### config.mk
export PLATFORM = sky130hd
export DESIGN_NAME = ca_dual_slot_ctrl
export DESIGN_NICKNAME = d
export VERILOG_FILES = /design/src/rtl/ca_ctrl_pkg.sv /design/src/rtl/ca_card_cycle.sv /design/src/rtl/ca_slot_reset.sv /design/src/rtl/ca_status_irq.sv /design/src/rtl/ca_dual_slot_ctrl.sv
export SDC_FILE = /design/constraint.sdc
export NUM_CORES = 1
export LEC_CHECK = 0
export ABC_AREA = 0
export BUFFER_PORTS_ARGS = -buffer_cell sky130_fd_sc_hd__buf_2
export CAP_MARGIN = 20
export CORE_ASPECT_RATIO = 1.2
export CORE_MARGIN = 3
export CORE_UTILIZATION = 50
export DETAILED_ROUTE_END_ITERATION = 12
export PLACE_DENSITY = 0.76
export SLEW_MARGIN = 20
export SYNTH_ARGS = -nofsm -noshare
export SYNTH_HDL_FRONTEND = slang
export SYNTH_SLANG_ARGS = --single-unit
export TNS_END_PERCENT = 20
### constraint.sdc
create_clock -name clk -period 4.3 [get_ports clk]
set_input_delay 1.29 -clock clk [delete_from_list [all_inputs] [get_ports clk]]
set_output_delay 1.29 -clock clk [all_outputs]
set_load 0.05 [all_outputs]
### src/rtl/ca_ctrl_pkg.sv
package ca_ctrl_pkg;
   localparam int NUM_SLOTS   = 2;
   localparam int REG_W       = 8;
   localparam int CARD_ADDR_W = 14;

   localparam logic [REG_W-1:0] IDX_INT  = 8'h00;
   localparam logic [REG_W-1:0] IDX_CHAN = 8'h01;
   localparam logic [REG_W-1:0] IDX_ALO  = 8'h04;
   localparam logic [REG_W-1:0] IDX_AHI  = 8'h05;
   localparam logic [REG_W-1:0] IDX_DATA = 8'h06;
   localparam logic [REG_W-1:0] IDX_SLOT = 8'h07;
   localparam logic [REG_W-1:0] IDX_REV  = 8'h0F;

   typedef struct packed {
      logic                   slot;
      logic                   ctl_space;
      logic                   is_read;
      logic [CARD_ADDR_W-1:0] addr;
      logic [REG_W-1:0]       wdata;
   } card_req_t;
endpackage

### src/rtl/ca_card_cycle.sv
module ca_card_cycle
   import ca_ctrl_pkg::*;
#(
   parameter int CYC_CLKS = 4
) (
   input  logic                   clk,
   input  logic                   rst_n,
   input  logic                   start,
   input  card_req_t              req,
   input  logic [REG_W-1:0]       card_rdata,
   output logic                   busy,
   output logic [REG_W-1:0]       rdata_q,
   output logic [NUM_SLOTS-1:0]   card_cs_n,
   output logic                   card_rd_n,
   output logic                   card_wr_n,
   output logic                   card_ctl_space,
   output logic [CARD_ADDR_W-1:0] card_addr,
   output logic [REG_W-1:0]       card_wdata
);
   localparam int CNT_W = $clog2(CYC_CLKS + 1);
   localparam logic [CNT_W-1:0] CNT_LOAD = CNT_W'(CYC_CLKS);
   localparam logic [CNT_W-1:0] CNT_LAST = CNT_W'(1);

   logic [CNT_W-1:0] cnt_q;
   card_req_t        req_q;
   logic             last_cyc;

   assign last_cyc = busy && (cnt_q == CNT_LAST);

   always_ff @(posedge clk or negedge rst_n) begin
      if (!rst_n) begin
         busy    <= 1'b0;
         cnt_q   <= '0;
         req_q   <= '0;
         rdata_q <= '0;
      end else if (!busy) begin
         if (start) begin
            busy  <= 1'b1;
            cnt_q <= CNT_LOAD;
            req_q <= req;
         end
      end else if (last_cyc) begin
         busy <= 1'b0;
         if (req_q.is_read) rdata_q <= card_rdata;
      end else begin
         cnt_q <= cnt_q - CNT_LAST;
      end
   end

   always_comb begin
      card_cs_n = '1;
      for (int s = 0; s < NUM_SLOTS; s++) begin
         if (busy && (req_q.slot == 1'(s))) card_cs_n[s] = 1'b0;
      end
   end

   assign card_rd_n      = !(busy && req_q.is_read);
   assign card_wr_n      = !(busy && !req_q.is_read);
   assign card_ctl_space = req_q.ctl_space;
   assign card_addr      = req_q.addr;
   assign card_wdata     = req_q.wdata;
endmodule

### src/rtl/ca_slot_reset.sv
module ca_slot_reset #(
   parameter int RST_CLKS = 1000
) (
   input  logic clk,
   input  logic rst_n,
   input  logic start,
   output logic active
);
   localparam int CNT_W = $clog2(RST_CLKS + 1);
   localparam logic [CNT_W-1:0] CNT_LOAD = CNT_W'(RST_CLKS);
   localparam logic [CNT_W-1:0] CNT_ONE  = CNT_W'(1);

   logic [CNT_W-1:0] cnt_q;

   always_ff @(posedge clk or negedge rst_n) begin
      if (!rst_n) begin
         active <= 1'b0;
         cnt_q  <= '0;
      end else if (!active) begin
         if (start) begin
            active <= 1'b1;
            cnt_q  <= CNT_LOAD;
         end
      end else if (cnt_q == CNT_ONE) begin
         active <= 1'b0;
      end else begin
         cnt_q <= cnt_q - CNT_ONE;
      end
   end
endmodule

### src/rtl/ca_status_irq.sv
module ca_status_irq
   import ca_ctrl_pkg::*;
#(
   parameter int SYNC_STAGES = 2
) (
   input  logic                 clk,
   input  logic                 rst_n,
   input  logic [NUM_SLOTS-1:0] ready_async,
   input  logic [NUM_SLOTS-1:0] irq_en,
   input  logic                 ack,
   output logic [NUM_SLOTS-1:0] ready_s,
   output logic [NUM_SLOTS-1:0] pending
);
   logic [NUM_SLOTS-1:0] sync_q [SYNC_STAGES];
   logic [NUM_SLOTS-1:0] prev_q;
   logic [NUM_SLOTS-1:0] change;

   assign ready_s = sync_q[SYNC_STAGES-1];
   assign change  = ready_s ^ prev_q;

   always_ff @(posedge clk or negedge rst_n) begin
      if (!rst_n) begin
         for (int i = 0; i < SYNC_STAGES; i++) sync_q[i] <= '0;
         prev_q  <= '0;
         pending <= '0;
      end else begin
         sync_q[0] <= ready_async;
         for (int i = 1; i < SYNC_STAGES; i++) sync_q[i] <= sync_q[i-1];
         prev_q  <= ready_s;
         pending <= (pending & ~{NUM_SLOTS{ack}}) | (change & irq_en);
      end
   end
endmodule

### src/rtl/ca_dual_slot_ctrl.sv
module ca_dual_slot_ctrl
   import ca_ctrl_pkg::*;
#(
   parameter int         CARD_CYC_CLKS = 4,
   parameter int         RST_CLKS      = 1000,
   parameter int         SYNC_STAGES   = 2,
   parameter logic [7:0] REVISION      = 8'h21
) (
   input  logic                   clk,
   input  logic                   rst_n,
   input  logic                   host_cs_n,
   input  logic                   host_ad_sel,
   input  logic                   host_wr_n,
   input  logic                   host_rd_n,
   input  logic [7:0]             host_din,
   output logic [7:0]             host_dout,
   output logic                   host_rdy_n,
   output logic                   irq_n,
   output logic [1:0]             card_cs_n,
   output logic                   card_rd_n,
   output logic                   card_wr_n,
   output logic                   card_ctl_space,
   output logic [13:0]            card_addr,
   output logic [7:0]             card_wdata,
   input  logic [7:0]             card_rdata,
   output logic [1:0]             card_rst,
   input  logic [1:0]             slot_ready,
   output logic [1:0]             slot_ts_en,
   output logic [1:0]             ts_out_en,
   output logic [1:0]             tuner_rst_n
);
   localparam int AHI_W = CARD_ADDR_W - 7;
   localparam logic [REG_W-1:0] CHAN_RESET = 8'h0C;

   generate
      if (CARD_CYC_CLKS < 1) begin : g_bad_cyc
         $error("CARD_CYC_CLKS must be at least 1");
      end
      if (RST_CLKS < 1) begin : g_bad_rst
         $error("RST_CLKS must be at least 1");
      end
      if (SYNC_STAGES < 1) begin : g_bad_sync
         $error("SYNC_STAGES must be at least 1");
      end
   endgenerate

   // host strobe decode
   logic cyc_busy;
   logic wr_stb, rd_stb, reg_wr, reg_rd;
   assign wr_stb = !host_cs_n && !host_wr_n && !cyc_busy;
   assign rd_stb = !host_cs_n && !host_rd_n && host_wr_n && !cyc_busy;
   assign reg_wr = wr_stb && !host_ad_sel;
   assign reg_rd = rd_stb && !host_ad_sel;

   // register state
   logic [REG_W-1:0]     idx_q;
   logic [6:0]           alo_q;
   logic [AHI_W-1:0]     ahi_q;
   logic                 sel_slot_q;
   logic                 sel_ctl_q;
   logic [NUM_SLOTS-1:0] ts_en_q;
   logic [NUM_SLOTS-1:0] irq_en_q;
   logic [REG_W-1:0]     chan_q;
   logic [REG_W-1:0]     reg_dout_q;
   logic                 dout_card_q;

   logic hit_data, hit_slot, hit_int;
   assign hit_data = (idx_q == IDX_DATA);
   assign hit_slot = (idx_q == IDX_SLOT);
   assign hit_int  = (idx_q == IDX_INT);

   // card cycle engine
   card_req_t        req;
   logic             cyc_start;
   logic [REG_W-1:0] cyc_rdata;

   assign cyc_start     = (reg_wr || reg_rd) && hit_data;
   assign req.slot      = sel_slot_q;
   assign req.ctl_space = sel_ctl_q;
   assign req.is_read   = reg_rd;
   assign req.addr      = {ahi_q, alo_q};
   assign req.wdata     = host_din;

   ca_card_cycle #(.CYC_CLKS(CARD_CYC_CLKS)) i_cycle (
      .clk            (clk),
      .rst_n          (rst_n),
      .start          (cyc_start),
      .req            (req),
      .card_rdata     (card_rdata),
      .busy           (cyc_busy),
      .rdata_q        (cyc_rdata),
      .card_cs_n      (card_cs_n),
      .card_rd_n      (card_rd_n),
      .card_wr_n      (card_wr_n),
      .card_ctl_space (card_ctl_space),
      .card_addr      (card_addr),
      .card_wdata     (card_wdata)
   );

   // per-slot reset sequencers; slot s is started by slot-control bit (5 - s)
   logic [NUM_SLOTS-1:0] rst_act;
   genvar gs;
   generate
      for (gs = 0; gs < NUM_SLOTS; gs++) begin : g_slot_rst
         logic start_s;
         assign start_s = reg_wr && hit_slot && host_din[5-gs];
         ca_slot_reset #(.RST_CLKS(RST_CLKS)) i_rst (
            .clk    (clk),
            .rst_n  (rst_n),
            .start  (start_s),
            .active (rst_act[gs])
         );
      end
   endgenerate
   assign card_rst = rst_act;

   // status synchronizer and change interrupt
   logic [NUM_SLOTS-1:0] ready_s;
   logic [NUM_SLOTS-1:0] irq_pend;
   logic                 irq_ack;
   assign irq_ack = reg_rd && hit_int;

   ca_status_irq #(.SYNC_STAGES(SYNC_STAGES)) i_status (
      .clk         (clk),
      .rst_n       (rst_n),
      .ready_async (slot_ready),
      .irq_en      (irq_en_q),
      .ack         (irq_ack),
      .ready_s     (ready_s),
      .pending     (irq_pend)
   );
   assign irq_n = ~|irq_pend;

   // register writes
   always_ff @(posedge clk or negedge rst_n) begin
      if (!rst_n) begin
         idx_q      <= '0;
         alo_q      <= '0;
         ahi_q      <= '0;
         sel_slot_q <= 1'b0;
         sel_ctl_q  <= 1'b0;
         ts_en_q    <= '0;
         irq_en_q   <= '0;
         chan_q     <= CHAN_RESET;
      end else if (wr_stb && host_ad_sel) begin
         idx_q <= host_din;
      end else if (reg_wr) begin
         unique case (idx_q)
            IDX_ALO:  alo_q <= host_din[7:1];
            IDX_AHI:  ahi_q <= host_din[AHI_W-1:0];
            IDX_SLOT: begin
               sel_slot_q <= host_din[7];
               sel_ctl_q  <= host_din[6];
               ts_en_q[0] <= host_din[3];
               ts_en_q[1] <= host_din[2];
            end
            IDX_INT: begin
               irq_en_q[0] <= host_din[6];
               irq_en_q[1] <= host_din[2];
            end
            IDX_CHAN: chan_q <= host_din;
            default: ;
         endcase
      end
   end

   // read mux
   logic [REG_W-1:0] rd_val;
   always_comb begin
      unique case (idx_q)
         IDX_INT:  rd_val = {irq_pend[0], irq_en_q[0], 2'b00, irq_pend[1], irq_en_q[1], 2'b00};
         IDX_CHAN: rd_val = chan_q;
         IDX_ALO:  rd_val = {alo_q, 1'b0};
         IDX_AHI:  rd_val = {{(REG_W-AHI_W){1'b0}}, ahi_q};
         IDX_SLOT: rd_val = {sel_slot_q, sel_ctl_q, rst_act[0], rst_act[1],
                             ts_en_q[0], ts_en_q[1], ~ready_s[0], ~ready_s[1]};
         IDX_REV:  rd_val = REVISION;
         default:  rd_val = '0;
      endcase
   end

   always_ff @(posedge clk or negedge rst_n) begin
      if (!rst_n) begin
         reg_dout_q  <= '0;
         dout_card_q <= 1'b0;
      end else if (rd_stb) begin
         if (host_ad_sel) begin
            reg_dout_q  <= idx_q;
            dout_card_q <= 1'b0;
         end else if (hit_data) begin
            dout_card_q <= 1'b1;
         end else begin
            reg_dout_q  <= rd_val;
            dout_card_q <= 1'b0;
         end
      end
   end

   assign host_dout   = dout_card_q ? cyc_rdata : reg_dout_q;
   assign host_rdy_n  = cyc_busy;
   assign slot_ts_en  = ts_en_q;
   assign ts_out_en   = {chan_q[4], chan_q[5]};
   assign tuner_rst_n = {chan_q[2], chan_q[3]};
endmodule

# After elaboration in Yosys (flattened, before gate mapping)
# Cells that the tools add are included.
[word_totals] wordCells=122 ff_bits=112
[op_classes] reduce_logical=44 n_mux=26 eq_ne=13 n_bitwise=10 addsub=3
[ops] op="10-bit two-way mux" count=6
[ops] op="8-bit case mux with 6 select lines" count=1
[ops] op="8-bit by 3-bit equality test with 1-bit output (second input constant)" count=4
[ops] op="8-bit two-way mux" count=3
[ops] op="10-bit by 1-bit equality test with 1-bit output (second input constant)" count=2
[ops] op="10-bit by 1-bit subtractor with 10-bit output (second input constant)" count=2
[ops] op="1-bit logical AND" count=18
[ops] op="3-bit AND reduction" count=6
[ops] op="1-bit two-way mux" count=13
[ops] op="2-bit AND reduction" count=5
[ops] op="1-bit zero test" count=9
[ops] op="3-bit two-way mux" count=3
[ops] op="8-bit by 1-bit equality test with 1-bit output (second input constant)" count=1
[ops] op="8-bit by 4-bit equality test with 1-bit output (second input constant)" count=1
[ops] op="8-bit zero test" count=1
[ops] op="2-bit != test (second input constant)" count=4
[ops] op="2-bit nonzero test" count=3
[ops] op="1-bit inverter" count=5
[ops] op="2-bit bitwise AND" count=2
[ops] op="3-bit by 1-bit equality test with 1-bit output (second input constant)" count=1
[ops] op="3-bit by 1-bit subtractor with 3-bit output (second input constant)" count=1
[ops] op="2-bit inverter" count=1
[ops] op="2-bit bitwise OR" count=1
[ops] op="2-bit OR reduction" count=1
[ops] op="2 further kinds" count=2

# Longest topological paths before layout
# Gate-level depths: netlist of run 1.
[logic_depth] ltp_word=9 depth_mapped=7

# Cells and area by module
# Synthesis of run 1 repeated with hierarchy kept, for this count alone.
[unflattened] cells_unflattened=466 area_unflattened_um2=5547.8
[by_module_without_submodules] mod="ca_dual_slot_ctrl" instances=1 seq_area_each_um2=1128.6 cells_each=207 area_per_inst_um2=2374.8
[by_module_without_submodules] mod="ca_card_cycle" instances=1 seq_area_each_um2=925.9 cells_each=118 area_per_inst_um2=1650.3
[by_module_without_submodules] mod="ca_slot_reset at g_slot_rst[0].i_rst" instances=1 seq_area_each_um2=275.3 cells_each=66 area_per_inst_um2=640.6
[by_module_without_submodules] mod="ca_slot_reset at g_slot_rst[1].i_rst" instances=1 seq_area_each_um2=275.3 cells_each=60 area_per_inst_um2=628.1
[by_module_without_submodules] mod="ca_status_irq" instances=1 seq_area_each_um2=200.2 cells_each=15 area_per_inst_um2=254.0

# Worst setup path before layout of run 1
# Ideal clock, no wire load.
[synth_path] path_type="flip-flop to output port" from="register dout_card_q" to="output port host_dout[0]" stages_incl_launch_ff=3 required_ps=3010 slack_ps=1328 n_path_buf=1 arrival_time_ps=1682 path_cell_list="dfrtp_1 > clkbuf_1 > o21ai_0"
[synth_between] elab_chain_cells=1
[synth_lines] element="start, declared" line_no="ca_dual_slot_ctrl.sv:65" text="logic dout_card_q;"
[synth_lines] element="start signal, assigned" line_no="ca_dual_slot_ctrl.sv:185" text="dout_card_q <= 1'b0;"
[synth_lines] element="start signal, assigned" line_no="ca_dual_slot_ctrl.sv:189" text="dout_card_q <= 1'b0;"
[synth_lines] element="start signal, assigned" line_no="ca_dual_slot_ctrl.sv:191" text="dout_card_q <= 1'b1;"
[synth_lines] element="8-bit two-way mux" line_no="ca_dual_slot_ctrl.sv:199" text="assign host_dout = dout_card_q ? cyc_rdata : reg_dout_q;"
[synth_lines] element="end, declared" line_no="ca_dual_slot_ctrl.sv:16" text="output logic [7:0] host_dout,"
# Every way passes these cells.

# Worst setup path in the final report of run 1
[layout_path] from="input port host_cs_n" to="register alo_q[2]"
[layout_between] elab_chain_cells=6 word_cells_on_any_way=7 cone_classes="1 x bitwise; 6 x reduce/logical"
[layout_lines] element="start, declared" line_no="ca_dual_slot_ctrl.sv:11" text="input logic host_cs_n,"
[layout_lines] element="1-bit zero test *" line_no="ca_dual_slot_ctrl.sv:50" text="assign wr_stb = !host_cs_n && !host_wr_n && !cyc_busy;"
[layout_lines] element="1-bit logical AND * (2 in series)" line_no="ca_dual_slot_ctrl.sv:50"
[layout_lines] element="1-bit logical AND" line_no="ca_dual_slot_ctrl.sv:145" text="end else if (wr_stb && host_ad_sel) begin"
[layout_lines] element="1-bit inverter (no line)"
[layout_lines] element="3-bit AND reduction (no line) *"
[layout_lines] element="end signal, assigned" line_no="ca_dual_slot_ctrl.sv:149" text="IDX_ALO: alo_q <= host_din[7:1];"
[layout_lines] element="end, declared" line_no="ca_dual_slot_ctrl.sv:57" text="logic [6:0] alo_q;"
# Every way passes the cells marked *; elsewhere a longest branch is shown, timed or not.
# A chain may end at the register's enable or synchronous reset.

==> impl_results.html, run 1 <==
<table>
<tr><th>Metric</th><th>Value</th></tr>
<tr><th colspan="2">Outcome</th></tr>
<tr><td>Status</td><td>finished, final reports clean</td></tr>
<tr><th colspan="2">Global route</th></tr>
<tr><td>Total congestion overflow</td><td>0</td></tr>
<tr><td>Overall Global Routing Usage</td><td>18.8%</td></tr>
<tr><td>Global-route wire length before repair</td><td>17,700 um</td></tr>
<tr><td>Pin count of the biggest net entering global routing</td><td>69</td></tr>
<tr><td>Number of global-route vias before repair</td><td>3,516</td></tr>
<tr><td>Initial antenna violation count</td><td>0</td></tr>
<tr><th colspan="2">Layout</th></tr>
<tr><td>Net count reported at finish</td><td>510</td></tr>
<tr><td>Final standard cell area without fillers</td><td>5880 um2</td></tr>
<tr><td>Filler-free cell count of the finished design</td><td>611</td></tr>
<tr><td>Antenna diodes</td><td>0</td></tr>
<tr><td>Layout cells sized above 1</td><td>37.3%</td></tr>
<tr><td>Area growth from synthesis to final layout</td><td>10.6%</td></tr>
<tr><th colspan="2">Power and ir drop</th></tr>
<tr><td>Internal power consumption</td><td>1.77 mW</td></tr>
<tr><td>Reg power frac</td><td>50.8%</td></tr>
<tr><td>Leakage power summed over all cells</td><td>2.76 nW</td></tr>
<tr><td>Proportion of power drawn by combinational gates</td><td>14.7%</td></tr>
<tr><td>Worst voltage drop across the vdd grid</td><td>255 uV</td></tr>
<tr><td>Net load switching power</td><td>0.713 mW</td></tr>
<tr><td>Power share of the clock group</td><td>34.5%</td></tr>
<tr><td>Total power per unit cell area</td><td>422 nW/um2</td></tr>
<tr><td>Switching portion of total power</td><td>28.8%</td></tr>
<tr><th colspan="2">Placed design</th></tr>
<tr><td>Placed wire-length estimate after detailed placement</td><td>7570 um</td></tr>
<tr><td>Dpl ws</td><td>1.10 ns</td></tr>
<tr><td>Cell total after placement</td><td>595</td></tr>
<tr><td>Post-DP Area</td><td>5570 um2</td></tr>
<tr><td>Global placement routability congestion</td><td>0.835</td></tr>
<tr><td>Number of port buffers</td><td>68</td></tr>
<tr><th colspan="2">Drt</th></tr>
<tr><td>Total number of vias</td><td>3,417</td></tr>
<tr><td>Detail-routed net length per standard cell</td><td>17.4 um</td></tr>
<tr><td>Final routed DRC violation total</td><td>0</td></tr>
<tr><td>Post-detailed-routing wire length</td><td>10,700 um</td></tr>
<tr><td>Post-detailed-route count of antenna-violating nets</td><td>0</td></tr>
<tr><td>Drt pass-1 iters</td><td>4</td></tr>
<tr><td>Drt initial violations</td><td>177</td></tr>
<tr><td>Average vias per placed instance</td><td>5.59</td></tr>
<tr><th colspan="2">Worst hold path</th></tr>
<tr><td>Worst min path class</td><td>register to register</td></tr>
<tr><th colspan="2">Synth</th></tr>
<tr><td>Share of synthesized area occupied by flip-flops and latches</td><td>52.8%</td></tr>
<tr><td>Fraction of synthesis flops using an asynchronous set or reset pin</td><td>100%</td></tr>
<tr><td>Count of flip-flops with a built-in enable after synthesis</td><td>0</td></tr>
<tr><td>Synth area leaders</td><td>sky130_fd_sc_hd__dfrtp_1 52%, sky130_fd_sc_hd__mux2_2 15%, sky130_fd_sc_hd__buf_4 4.0%</td></tr>
<tr><td>Synthesis-stage register bit count</td><td>112</td></tr>
<tr><td>Number of standard cells after synthesis</td><td>443</td></tr>
<tr><td>Top_reg_cell synth</td><td>sky130_fd_sc_hd__dfrtp_1</td></tr>
<tr><td>Yosys warns</td><td>0</td></tr>
<tr><td>Unique masters post-synth</td><td>62</td></tr>
<tr><td>Total standard cell area after synthesis</td><td>5310 um2</td></tr>
<tr><td>Top post-synthesis cells by count</td><td>110 x sky130_fd_sc_hd__dfrtp_1, 69 x sky130_fd_sc_hd__mux2_2, 28 x sky130_fd_sc_hd__buf_4, 28 x sky130_fd_sc_hd__nand2_1, 18 x sky130_fd_sc_hd__nor2_1</td></tr>
<tr><td>Per-instance average area after synthesis</td><td>12.0 um2</td></tr>
<tr><td>Largest area contributor in the synthesized netlist</td><td>sky130_fd_sc_hd__dfrtp_1</td></tr>
<tr><td>Synthesized net count</td><td>473</td></tr>
<tr><td>Most frequently used cell type in the post-synthesis netlist</td><td>sky130_fd_sc_hd__dfrtp_1</td></tr>
<tr><td>Portion of synthesized cell area occupied by the leading cell type</td><td>51.8%</td></tr>
<tr><th colspan="2">Clock network</th></tr>
<tr><td>Number of clock buffers inserted by TritonCTS</td><td>9</td></tr>
<tr><td>Clock tree from TritonCTS</td><td>done</td></tr>
<tr><td>Number of levels the H-tree was split into</td><td>3</td></tr>
<tr><td>Number of post-CTS setup repair buffers</td><td>0</td></tr>
<tr><td>Resized Gates After CTS</td><td>0</td></tr>
<tr><td>Clk pin slew, worst setup/hold paths</td><td>0.08 ns</td></tr>
<tr><td>Clk buf depth</td><td>2</td></tr>
<tr><td>Hold-fix buffers, CTS</td><td>0</td></tr>
<tr><td>Clk_lat worst skew</td><td>0.35 ns</td></tr>
<tr><td>Total clock sinks</td><td>112</td></tr>
<tr><td>Clock root buffer</td><td>sky130_fd_sc_hd__clkbuf_16</td></tr>
<tr><th colspan="2">Timing</th></tr>
<tr><td>Number of setup violations in the final report</td><td>0</td></tr>
<tr><td>Actual transition at the worst max-transition pin</td><td>0.853 ns</td></tr>
<tr><td>Post-route worst setup slack</td><td>1.43 ns</td></tr>
<tr><td>Final clock period utilization by the worst path</td><td>66.8%</td></tr>
<tr><td>Maximum clock frequency</td><td>348 MHz</td></tr>
<tr><td>Max Clock Skew</td><td>0.0119 ns</td></tr>
<tr><td>Count of final max-slew check failures</td><td>0</td></tr>
<tr><td>Tmin final</td><td>2.87 ns</td></tr>
<tr><td>Aggregate negative setup slack</td><td>0 ns</td></tr>
<tr><td>Worst-case headroom to the max-slew limit</td><td>43.1%</td></tr>
<tr><td>Unrepaired setup endpoints after global routing</td><td>false</td></tr>
<tr><td>Number of hold violations in the final report</td><td>0</td></tr>
<tr><th colspan="2">Worst setup path</th></tr>
<tr><td>Max incr delay on CP</td><td>0.70 ns</td></tr>
<tr><td>Cell breakdown of the critical path</td><td>buf_2 -&gt; nor3_1 -&gt; nand2_2 -&gt; or4_1 -&gt; mux2_4</td></tr>
<tr><td>Endpoint kind of the worst setup timing path</td><td>register</td></tr>
<tr><td>WP data arrival</td><td>3.12 ns</td></tr>
<tr><td>Buffers &amp; Inverters on Critical Path</td><td>1</td></tr>
<tr><td>Crit path kind</td><td>input port to register</td></tr>
<tr><td>Cell family contributing the most delay on the critical path</td><td>simple AND/OR/NAND/NOR gates</td></tr>
<tr><td>Required time worst endpoint</td><td>4.54 ns</td></tr>
<tr><td>Cell with the biggest individual delay on the critical path</td><td>sky130_fd_sc_hd__or4_1</td></tr>
<tr><td>CP Launch Type</td><td>input port</td></tr>
<tr><td>Worst-path maximum fanout</td><td>7</td></tr>
<tr><th colspan="2">Floorplanning</th></tr>
<tr><td>Die area</td><td>11,900 um2</td></tr>
<tr><td>Die Y</td><td>119 um</td></tr>
<tr><td>Starting Density</td><td>52.0%</td></tr>
<tr><td>Die Span X</td><td>100 um</td></tr>
<tr><td>Std-Cell Core Area</td><td>10,200 um2</td></tr>
<tr><td>Number of rows created at floorplan</td><td>40</td></tr>
<tr><td>Boundary pin count</td><td>69</td></tr>
<tr><th colspan="2">Job</th></tr>
<tr><td>Count of maximum capacitance violations</td><td>0</td></tr>
</table>
placed cells by master (no fill, tap or decap), types with 5 or more instances in the layout:
master                      instances
sky130_fd_sc_hd__clkbuf_16          9
sky130_fd_sc_hd__xor2_1             6
sky130_fd_sc_hd__xnor2_1            5
sky130_fd_sc_hd__mux2i_1            5
sky130_fd_sc_hd__or3_1              6
sky130_fd_sc_hd__a22oi_1            6
sky130_fd_sc_hd__nand2b_1           7
sky130_fd_sc_hd__buf_4              5
sky130_fd_sc_hd__buf_2             67
sky130_fd_sc_hd__mux2_2            69
sky130_fd_sc_hd__nor2_1            18
sky130_fd_sc_hd__o22ai_1            5
sky130_fd_sc_hd__nand3b_1           5
sky130_fd_sc_hd__nor3_1             5
sky130_fd_sc_hd__inv_1             12
sky130_fd_sc_hd__o21ai_0           15
sky130_fd_sc_hd__a21oi_1           11
sky130_fd_sc_hd__nand2_1           28
sky130_fd_sc_hd__dfrtp_1          110
sky130_fd_sc_hd__ha_1               6
sky130_fd_sc_hd__nand3_1            8
sky130_fd_sc_hd__mux2_4             7
state kept, by name, summed over array words and instances, names as in the netlist, 3 cells and up:
name	flops
i_cycle.card_addr	14
ahi_q	7
alo_q	7
idx_q	8
chan_q	8
i_cycle.cnt_q	3
g_slot_rst.i_rst.cnt_q	20
reg_dout_q	8
i_cycle.rdata_q	8
i_cycle.card_wdata	8
layout make-up:
class	count	area [um2]
fill	851	4330
sequential	112	2810
multi-input combinational	272	2170
timing repair buffer	73	393
clock buffer	11	243
tap	126	158
clock inverter	5	62.6
inverter	12	45.0
power groups by stage:
stage | clock, mW | sequential (mW) | combinational, mW
2_1_floorplan | 0 | 1.22 | 0.320
3_3_place_gp | 0 | 1.27 | 0.359
3_5_place_dp | 0 | 1.28 | 0.367
4_1_cts | 0.867 | 1.26 | 0.370
5_1_grt | 0.917 | 1.28 | 0.398
6_report | 0.855 | 1.26 | 0.366
logic make-up (layout without fill, tap and decap cells):
family / count (synthesis) / count (layout) / share of synthesized area, %
DFF: 112 / 112 / 52.8
AOI/OAI and AO/OA: 67 / 67 / 8.52
muxes: 82 / 82 / 18.0
buffers and inverters: 59 / 101 / 6.33
xor gates and xnor gates: 11 / 11 / 1.81
adders and majority gates: 6 / 6 / 1.41
and+or+nand+nor: 106 / 106 / 11.2
final timing paths:
path / cells past startpoint / startpoint / slack (ns) / end
min in group asynchronous: 1 / rst_n / 1.04 / alo_q[2]
max in group asynchronous: 2 / rst_n / 2.52 / chan_q[4]
setup reg to reg: 5 / idx_q[5] / 1.83 / alo_q[2]
hold reg to reg: 0 / i_status.sync_q[2] / 0.34 / i_status.ready_s[0]
hold / removal: 0 / i_status.sync_q[2] / 0.34 / i_status.ready_s[0]
setup / recovery: 5 / host_cs_n / 1.43 / alo_q[2]
metrics by stage:
stage / utilization [%] / total power [mW] / hold slack (ns)
final: 57.6 / 2.48 / 0.344
after CTS: 57.6 / 2.50 / 0.349
after global routing: 57.6 / 2.59 / 0.357
after floorplan: - / 1.54 / 0.331
after detailed placement: 54.6 / 1.65 / 0.337
after global placement: 54.6 / 1.63 / 0.338
metal layers:
layer | global-route usage (%) | wire length (um)
met1 | 24.6 | 4620
met2 | 30.1 | 5190
met3 | 4.92 | 576
met4 | 6.66 | 269
met5 | 0 | 0
Power figures use the tool's default switching activity.
==> run 2: changes to the inputs <==
ABC_AREA = 1   (was 0)
PLACE_DENSITY = 0.75   (was 0.76)
clock period = 2.8 ns   (was 4.3 ns; I/O delays follow)
==> impl_results.html, run 2 <==
<table>
<tr><th>Metric</th><th>Value</th></tr>
<tr><th colspan="2">Outcome</th></tr>
<tr><td>Status</td><td>finished, final reports clean</td></tr>
<tr><th colspan="2">Timing</th></tr>
<tr><td>Worst-case headroom to the max-slew limit</td><td>57.9%</td></tr>
<tr><td>Maximum clock frequency</td><td>432 MHz</td></tr>
<tr><td>Tmin final</td><td>2.31 ns</td></tr>
<tr><td>Number of setup violations in the final report</td><td>0</td></tr>
<tr><td>Final clock period utilization by the worst path</td><td>82.6%</td></tr>
<tr><td>Unrepaired setup endpoints after global routing</td><td>false</td></tr>
<tr><td>Aggregate negative setup slack</td><td>0 ns</td></tr>
<tr><td>Max Clock Skew</td><td>0.00692 ns</td></tr>
<tr><td>Count of final max-slew check failures</td><td>0</td></tr>
<tr><td>Actual transition at the worst max-transition pin</td><td>0.628 ns</td></tr>
<tr><td>Number of hold violations in the final report</td><td>0</td></tr>
<tr><th colspan="2">Layout</th></tr>
<tr><td>Most common cell after layout, fill and taps aside</td><td>sky130_fd_sc_hd__nand2_1</td></tr>
<tr><td>Top library cells by usage in the layout, fill and taps aside</td><td>160 x sky130_fd_sc_hd__nand2_1, 110 x sky130_fd_sc_hd__dfrtp_1, 67 x sky130_fd_sc_hd__buf_2</td></tr>
<tr><td>Register Area</td><td>2810 um2</td></tr>
<tr><td>Fill cell total of the finished layout</td><td>938</td></tr>
<tr><td>Layout cells sized above 1</td><td>18.8%</td></tr>
<tr><td>Max FFs per register</td><td>20</td></tr>
<tr><td>Net count reported at finish</td><td>694</td></tr>
<tr><td>Final standard cell area without fillers</td><td>6020 um2</td></tr>
<tr><td>Area used by multi-input combinational logic</td><td>2130 um2</td></tr>
<tr><td>Filler-free cell count of the finished design</td><td>798</td></tr>
<tr><td>Area growth from synthesis to final layout</td><td>10.3%</td></tr>
<tr><td>Antenna diodes</td><td>0</td></tr>
<tr><td>Most flop-heavy register</td><td>g_slot_rst.i_rst.cnt_q</td></tr>
<tr><th colspan="2">Clock network</th></tr>
<tr><td>Clk_lat worst skew</td><td>0.35 ns</td></tr>
<tr><td>Total clock sinks</td><td>112</td></tr>
<tr><td>Hold-fix buffers, CTS</td><td>0</td></tr>
<tr><td>Number of levels the H-tree was split into</td><td>3</td></tr>
<tr><td>Clock tree from TritonCTS</td><td>done</td></tr>
<tr><td>Clk pin slew, worst setup/hold paths</td><td>0.07 ns</td></tr>
<tr><td>Number of clock buffers inserted by TritonCTS</td><td>9</td></tr>
<tr><td>Clk buf depth</td><td>2</td></tr>
<tr><td>Clock root buffer</td><td>sky130_fd_sc_hd__clkbuf_16</td></tr>
<tr><td>Number of post-CTS setup repair buffers</td><td>0</td></tr>
<tr><td>Resized Gates After CTS</td><td>0</td></tr>
<tr><th colspan="2">Drt</th></tr>
<tr><td>Total number of vias</td><td>4,200</td></tr>
<tr><td>Average vias per placed instance</td><td>5.26</td></tr>
<tr><td>Post-detailed-route count of antenna-violating nets</td><td>0</td></tr>
<tr><td>Drt pass-1 iters</td><td>4</td></tr>
<tr><td>Drt initial violations</td><td>238</td></tr>
<tr><td>Detail-routed net length per standard cell</td><td>14.6 um</td></tr>
<tr><td>Post-detailed-routing wire length</td><td>11,700 um</td></tr>
<tr><td>Final routed DRC violation total</td><td>0</td></tr>
<tr><th colspan="2">Placed design</th></tr>
<tr><td>Post-DP Area</td><td>5700 um2</td></tr>
<tr><td>Global placement routability congestion</td><td>0.963</td></tr>
<tr><td>Placed wire-length estimate after detailed placement</td><td>8510 um</td></tr>
<tr><td>Number of port buffers</td><td>68</td></tr>
<tr><td>Cell total after placement</td><td>782</td></tr>
<tr><th colspan="2">Power and ir drop</th></tr>
<tr><td>Worst voltage drop across the vdd grid</td><td>320 uV</td></tr>
<tr><td>Reg power frac</td><td>48.8%</td></tr>
<tr><td>Power share of the clock group</td><td>35.3%</td></tr>
<tr><td>Proportion of power drawn by combinational gates</td><td>15.9%</td></tr>
<tr><td>Final total power</td><td>3.82 mW</td></tr>
<tr><td>Total power per unit cell area</td><td>636 nW/um2</td></tr>
<tr><td>Switching portion of total power</td><td>29.3%</td></tr>
<tr><td>Net load switching power</td><td>1.12 mW</td></tr>
<tr><td>Internal power consumption</td><td>2.70 mW</td></tr>
<tr><td>Leakage power summed over all cells</td><td>3.04 nW</td></tr>
<tr><th colspan="2">Floorplanning</th></tr>
<tr><td>Starting Density</td><td>51.6%</td></tr>
<tr><td>Number of rows created at floorplan</td><td>41</td></tr>
<tr><td>Std-Cell Core Area</td><td>10,600 um2</td></tr>
<tr><td>Die Span X</td><td>101 um</td></tr>
<tr><td>Die area</td><td>12,200 um2</td></tr>
<tr><td>Die Y</td><td>120 um</td></tr>
<tr><td>Boundary pin count</td><td>69</td></tr>
<tr><th colspan="2">Synth</th></tr>
<tr><td>Yosys warns</td><td>0</td></tr>
<tr><td>Total standard cell area after synthesis</td><td>5460 um2</td></tr>
<tr><td>Per-instance average area after synthesis</td><td>8.72 um2</td></tr>
<tr><td>Share of synthesized area occupied by flip-flops and latches</td><td>51.4%</td></tr>
<tr><td>Top post-synthesis cells by count</td><td>160 x sky130_fd_sc_hd__nand2_1, 110 x sky130_fd_sc_hd__dfrtp_1, 53 x sky130_fd_sc_hd__inv_1, 42 x sky130_fd_sc_hd__o21ai_1, 41 x sky130_fd_sc_hd__o21ai_0</td></tr>
<tr><td>Number of standard cells after synthesis</td><td>626</td></tr>
<tr><td>Unique masters post-synth</td><td>33</td></tr>
<tr><td>Synth area leaders</td><td>sky130_fd_sc_hd__dfrtp_1 50%, sky130_fd_sc_hd__nand2_1 11%, sky130_fd_sc_hd__buf_4 4.1%</td></tr>
<tr><td>Largest area contributor in the synthesized netlist</td><td>sky130_fd_sc_hd__dfrtp_1</td></tr>
<tr><td>Synthesized net count</td><td>656</td></tr>
<tr><td>Portion of synthesized cell area occupied by the leading cell type</td><td>50.4%</td></tr>
<tr><td>Synthesis-stage register bit count</td><td>112</td></tr>
<tr><td>Most frequently used cell type in the post-synthesis netlist</td><td>sky130_fd_sc_hd__nand2_1</td></tr>
<tr><td>Top_reg_cell synth</td><td>sky130_fd_sc_hd__dfrtp_1</td></tr>
<tr><td>Count of flip-flops with a built-in enable after synthesis</td><td>0</td></tr>
<tr><td>Fraction of synthesis flops using an asynchronous set or reset pin</td><td>100%</td></tr>
<tr><th colspan="2">Worst setup path</th></tr>
<tr><td>Setup crit end</td><td>host_dout[3]</td></tr>
<tr><td>Flop-to-flop setup slack</td><td>0.79 ns</td></tr>
<tr><td>WP data arrival</td><td>1.47 ns</td></tr>
<tr><td>Worst-path maximum fanout</td><td>9</td></tr>
<tr><td>Launch instance of the worst register-to-register path</td><td>idx_q[6]</td></tr>
<tr><td>Crit path kind</td><td>register to output port</td></tr>
<tr><td>Endpoint kind of the worst setup timing path</td><td>output port</td></tr>
<tr><td>Crit path launch</td><td>dout_card_q</td></tr>
<tr><td>Required time worst endpoint</td><td>1.96 ns</td></tr>
<tr><td>Crit Reg-Reg Endpoint</td><td>ahi_q[2]</td></tr>
<tr><td>Reg2Reg Depth</td><td>7</td></tr>
<tr><td>CP Launch Type</td><td>register</td></tr>
<tr><th colspan="2">Global route</th></tr>
<tr><td>Overall Global Routing Usage</td><td>20.6%</td></tr>
<tr><td>Initial antenna violation count</td><td>0</td></tr>
<tr><td>Number of global-route vias before repair</td><td>4,064</td></tr>
<tr><td>Pin count of the biggest net entering global routing</td><td>113</td></tr>
<tr><td>Total congestion overflow</td><td>0</td></tr>
<tr><td>Global-route wire length before repair</td><td>19,700 um</td></tr>
<tr><th colspan="2">Job</th></tr>
<tr><td>Count of maximum capacitance violations</td><td>0</td></tr>
<tr><th colspan="2">Worst hold path</th></tr>
<tr><td>Worst min path class</td><td>register to register</td></tr>
</table>
## run 2: cell types whose count changed after synthesis, moves of 7 or more
| cell | before | now |
|---|---|---|
| sky130_fd_sc_hd__buf_2 | 2 | 9 |
| sky130_fd_sc_hd__clkbuf_1 | 14 | 3 |
| sky130_fd_sc_hd__inv_1 | 12 | 53 |
| sky130_fd_sc_hd__mux2_2 | 69 | 8 |
| sky130_fd_sc_hd__mux2_4 | 7 | 0 |
| sky130_fd_sc_hd__nand2_1 | 28 | 160 |
| sky130_fd_sc_hd__nand2b_1 | 7 | 0 |
| sky130_fd_sc_hd__nand3_1 | 8 | 40 |
| sky130_fd_sc_hd__nand4_1 | 0 | 7 |
| sky130_fd_sc_hd__nor2_1 | 18 | 38 |
| sky130_fd_sc_hd__o21ai_0 | 15 | 41 |
| sky130_fd_sc_hd__o21ai_1 | 0 | 42 |
| sky130_fd_sc_hd__o21ai_2 | 0 | 8 |
| sky130_fd_sc_hd__xor2_1 | 6 | 13 |
## run 2: stage by stage
stage               util [%]  hold slack (ns)  setup slack [ns]
global route            57.0            0.371             0.293
detailed placement      54.0            0.336             0.411
CTS                     57.0            0.351             0.460
global placement        54.0            0.333             0.524
floorplan                  -            0.331             0.787
finish                  57.0            0.350             0.487
## run 2: layout make-up
type	instances	area share (%)
clock buffers	11	3.87
clock inverters	5	1.35
multi-input cells	411	35.3
inverters	59	3.68
well taps	129	2.68
flip-flops and latches	112	46.6
repair buffers	71	6.49
## run 2: how the worst min path moves through the flow
stage | to | depth (start not counted) | start
2_1_floorplan | i_status.ready_s[0] | 0 | i_status.sync_q[2]
3_3_place_gp | i_status.ready_s[1] | 0 | i_status.sync_q[3]
3_5_place_dp | i_status.ready_s[0] | 0 | i_status.sync_q[2]
4_1_cts | i_status.ready_s[0] | 0 | i_status.sync_q[2]
5_1_grt | i_status.ready_s[1] | 0 | i_status.sync_q[3]
6_report | i_status.ready_s[1] | 0 | i_status.sync_q[3]
## run 2: cell families after synthesis
group / count (synthesis) / synth area share (%)
adders and majority gates: 6 / 1.38
AOI/OAI and AO/OA: 109 / 10.8
and+or+nand+nor: 275 / 23.0
muxes: 8 / 1.65
DFF: 112 / 51.4
xor gates and xnor gates: 13 / 2.09
buffers and inverters: 103 / 9.63
## run 2: metal layers
metal	vias up	track usage [%]	part of all wire (%)
met5	-	0	0
met4	0	7.15	1.9
met3	17	5.37	5.9
met2	101	33.6	49
met1	2004	26.5	43
li1	2078	-	-
## run 2: power by group through the flow
stage | combinational, mW | sequential, mW | clock, mW
after floorplan | 0.484 | 1.87 | 0
after global placement | 0.598 | 1.89 | 0
after detailed placement | 0.613 | 1.89 | 0
after CTS | 0.618 | 1.86 | 1.38
after global routing | 0.679 | 1.88 | 1.45
final | 0.609 | 1.86 | 1.35
## run 2: critical path: stages (launching register included)
cell and delay (ns):
sky130_fd_sc_hd__dfrtp_1 0.49, sky130_fd_sc_hd__clkinv_1 0.26, sky130_fd_sc_hd__nand2_1 0.12, sky130_fd_sc_hd__nand2_1 0.05, sky130_fd_sc_hd__buf_2 0.20
==> run 3: changes to the inputs <==
ABC_AREA = 0   (was 1)
PLACE_DENSITY = 0.76   (was 0.75)
clock period = 2.2 ns   (was 2.8 ns; I/O delays follow)
==> impl_results.html, run 3 (synthesis gave the netlist of run 1 again) <==
<table>
<tr><th>Metric</th><th>Value</th></tr>
<tr><th colspan="2">Layout</th></tr>
<tr><td>Area growth from synthesis to final layout</td><td>15.3%</td></tr>
<tr><td>Max FFs per register</td><td>20</td></tr>
<tr><td>Most flop-heavy register</td><td>g_slot_rst.i_rst.cnt_q</td></tr>
<tr><td>Top library cells by usage in the layout, fill and taps aside</td><td>109 x sky130_fd_sc_hd__dfrtp_1, 69 x sky130_fd_sc_hd__mux2_2, 67 x sky130_fd_sc_hd__buf_2</td></tr>
<tr><td>Final standard cell area without fillers</td><td>6130 um2</td></tr>
<tr><td>Final core utilization</td><td>60.0%</td></tr>
<tr><td>Filler-free cell count of the finished design</td><td>639</td></tr>
<tr><td>Most common cell after layout, fill and taps aside</td><td>sky130_fd_sc_hd__dfrtp_1</td></tr>
<tr><td>Net count reported at finish</td><td>538</td></tr>
<tr><td>Layout cells sized above 1</td><td>41.3%</td></tr>
<tr><td>Antenna diodes</td><td>0</td></tr>
<tr><th colspan="2">Timing</th></tr>
<tr><td>Max Clock Skew</td><td>0.00615 ns</td></tr>
<tr><td>Count of final max-slew check failures</td><td>0</td></tr>
<tr><td>Final clock period utilization by the worst path</td><td>97.9%</td></tr>
<tr><td>Final hold slack</td><td>0.254 ns</td></tr>
<tr><td>Worst-case headroom to the max-slew limit</td><td>58.1%</td></tr>
<tr><td>Tmin final</td><td>2.15 ns</td></tr>
<tr><td>Actual transition at the worst max-transition pin</td><td>0.623 ns</td></tr>
<tr><td>Unrepaired setup endpoints after global routing</td><td>false</td></tr>
<tr><td>Number of hold violations in the final report</td><td>0</td></tr>
<tr><td>Number of setup violations in the final report</td><td>0</td></tr>
<tr><td>Maximum clock frequency</td><td>464 MHz</td></tr>
<tr><th colspan="2">Placed design</th></tr>
<tr><td>Post-DP Area</td><td>5810 um2</td></tr>
<tr><td>Cell total after placement</td><td>623</td></tr>
<tr><td>Number of port buffers</td><td>68</td></tr>
<tr><td>Placed wire-length estimate after detailed placement</td><td>8160 um</td></tr>
<tr><td>Global placement routability congestion</td><td>0.934</td></tr>
<tr><th colspan="2">Floorplanning</th></tr>
<tr><td>Std-Cell Core Area</td><td>10,200 um2</td></tr>
<tr><td>Number of rows created at floorplan</td><td>40</td></tr>
<tr><td>Die Y</td><td>119 um</td></tr>
<tr><td>Starting Density</td><td>52.0%</td></tr>
<tr><td>Die Span X</td><td>100 um</td></tr>
<tr><td>Boundary pin count</td><td>69</td></tr>
<tr><td>Die area</td><td>11,900 um2</td></tr>
<tr><th colspan="2">Clock network</th></tr>
<tr><td>Number of post-CTS setup repair buffers</td><td>0</td></tr>
<tr><td>Resized Gates After CTS</td><td>0</td></tr>
<tr><td>Clock root buffer</td><td>sky130_fd_sc_hd__clkbuf_16</td></tr>
<tr><td>Clk buf depth</td><td>2</td></tr>
<tr><td>Number of clock buffers inserted by TritonCTS</td><td>9</td></tr>
<tr><td>Clk pin slew, worst setup/hold paths</td><td>0.07 ns</td></tr>
<tr><td>Total clock sinks</td><td>112</td></tr>
<tr><td>Number of levels the H-tree was split into</td><td>3</td></tr>
<tr><td>Hold-fix buffers, CTS</td><td>0</td></tr>
<tr><td>Clk_lat worst skew</td><td>0.35 ns</td></tr>
<tr><td>Clock tree from TritonCTS</td><td>done</td></tr>
<tr><th colspan="2">Worst setup path</th></tr>
<tr><td>CP Launch Type</td><td>register</td></tr>
<tr><td>WP data arrival</td><td>2.39 ns</td></tr>
<tr><td>Worst-path maximum fanout</td><td>4</td></tr>
<tr><td>Flop-to-flop setup slack</td><td>0.05 ns</td></tr>
<tr><td>Endpoint kind of the worst setup timing path</td><td>register</td></tr>
<tr><td>Required time worst endpoint</td><td>2.44 ns</td></tr>
<tr><td>Crit path kind</td><td>register to register</td></tr>
<tr><th colspan="2">Drt</th></tr>
<tr><td>Total number of vias</td><td>3,559</td></tr>
<tr><td>Post-detailed-routing wire length</td><td>10,900 um</td></tr>
<tr><td>Drt initial violations</td><td>200</td></tr>
<tr><td>Detail-routed net length per standard cell</td><td>17.0 um</td></tr>
<tr><td>Final routed DRC violation total</td><td>0</td></tr>
<tr><td>Post-detailed-route count of antenna-violating nets</td><td>0</td></tr>
<tr><td>Average vias per placed instance</td><td>5.57</td></tr>
<tr><td>Drt pass-1 iters</td><td>4</td></tr>
<tr><th colspan="2">Job</th></tr>
<tr><td>Count of maximum capacitance violations</td><td>0</td></tr>
<tr><th colspan="2">Worst hold path</th></tr>
<tr><td>Worst min path class</td><td>input port to asynchronous set/reset pin</td></tr>
<tr><th colspan="2">Global route</th></tr>
<tr><td>Number of global-route vias before repair</td><td>3,695</td></tr>
<tr><td>Initial antenna violation count</td><td>0</td></tr>
<tr><td>Global-route wire length before repair</td><td>18,200 um</td></tr>
<tr><td>Pin count of the biggest net entering global routing</td><td>44</td></tr>
<tr><td>Overall Global Routing Usage</td><td>19.4%</td></tr>
<tr><td>Total congestion overflow</td><td>0</td></tr>
<tr><th colspan="2">Power and ir drop</th></tr>
<tr><td>Leakage power summed over all cells</td><td>2.92 nW</td></tr>
<tr><td>Worst voltage drop across the vdd grid</td><td>487 uV</td></tr>
<tr><td>Total power per unit cell area</td><td>811 nW/um2</td></tr>
<tr><th colspan="2">Outcome</th></tr>
<tr><td>Status</td><td>finished, final reports clean</td></tr>
</table>
run 3: cell type report:
type,instances,area [um2]
Clock buffer,9,225
Sequential cell,112,2810
Fill cell,828,4080
Tap cell,126,158
Inverter,12,45.0
Clock inverter,7,95.1
Multi-Input combinational cell,272,2180
Timing Repair Buffer,101,616
run 3: metrics by stage:
| step | power [mW] | setup TNS (ns) | setup WS, ns |
|---|---|---|---|
| 6_report | 4.97 | 0 | 0.0459 |
| 5_1_grt | 5.19 | 0 | 0.000603 |
| 4_1_cts | 5.01 | 0 | 0.00240 |
| 3_5_place_dp | 3.28 | -0.202 | -0.0269 |
| 3_3_place_gp | 3.25 | -0.462 | -0.0367 |
| 2_1_floorplan | 3.01 | -0.940 | -0.0450 |
run 3: metal layers:
metal / global-route usage, % / routed length (um) / part of all wire, %
met1: 25.3 / 4690 / 43
met4: 8.76 / 243 / 2.2
met5: 0 / 0 / 0
met3: 2.93 / 547 / 5.0
met2: 31.7 / 5370 / 50
run 3: worst paths after layout:
kind | startpoint | to | depth (start not counted)
worst min register to register | i_status.sync_q[3] | i_status.ready_s[1] | 0
min in group clk | i_status.sync_q[3] | i_status.ready_s[1] | 0
max in group asynchronous | rst_n | idx_q[2] | 2
worst max-delay path | idx_q[6] | alo_q[3] | 6
worst max register to register | idx_q[6] | alo_q[3] | 6
worst min-delay path | rst_n | i_cycle.card_wdata[3] | 1
run 3: where the power goes:
group / leakage (nW) / switching (mW) / internal (mW) / total [mW]
clock: 0.156 / 0.733 / 0.999 / 1.73
combinational: 1.38 / 0.484 / 0.336 / 0.820
sequential: 1.38 / 0.178 / 2.24 / 2.42
total: 2.92 / 1.40 / 3.58 / 4.97
run 3: worst max-delay path, stage by stage (launching register included):
cell and delay (ns):
sky130_fd_sc_hd__dfrtp_1 0.39, sky130_fd_sc_hd__or4_4 0.56, sky130_fd_sc_hd__nor2_4 0.11, sky130_fd_sc_hd__nand2_2 0.07
sky130_fd_sc_hd__or4_1 0.43, sky130_fd_sc_hd__buf_4 0.19, sky130_fd_sc_hd__mux2_4 0.29
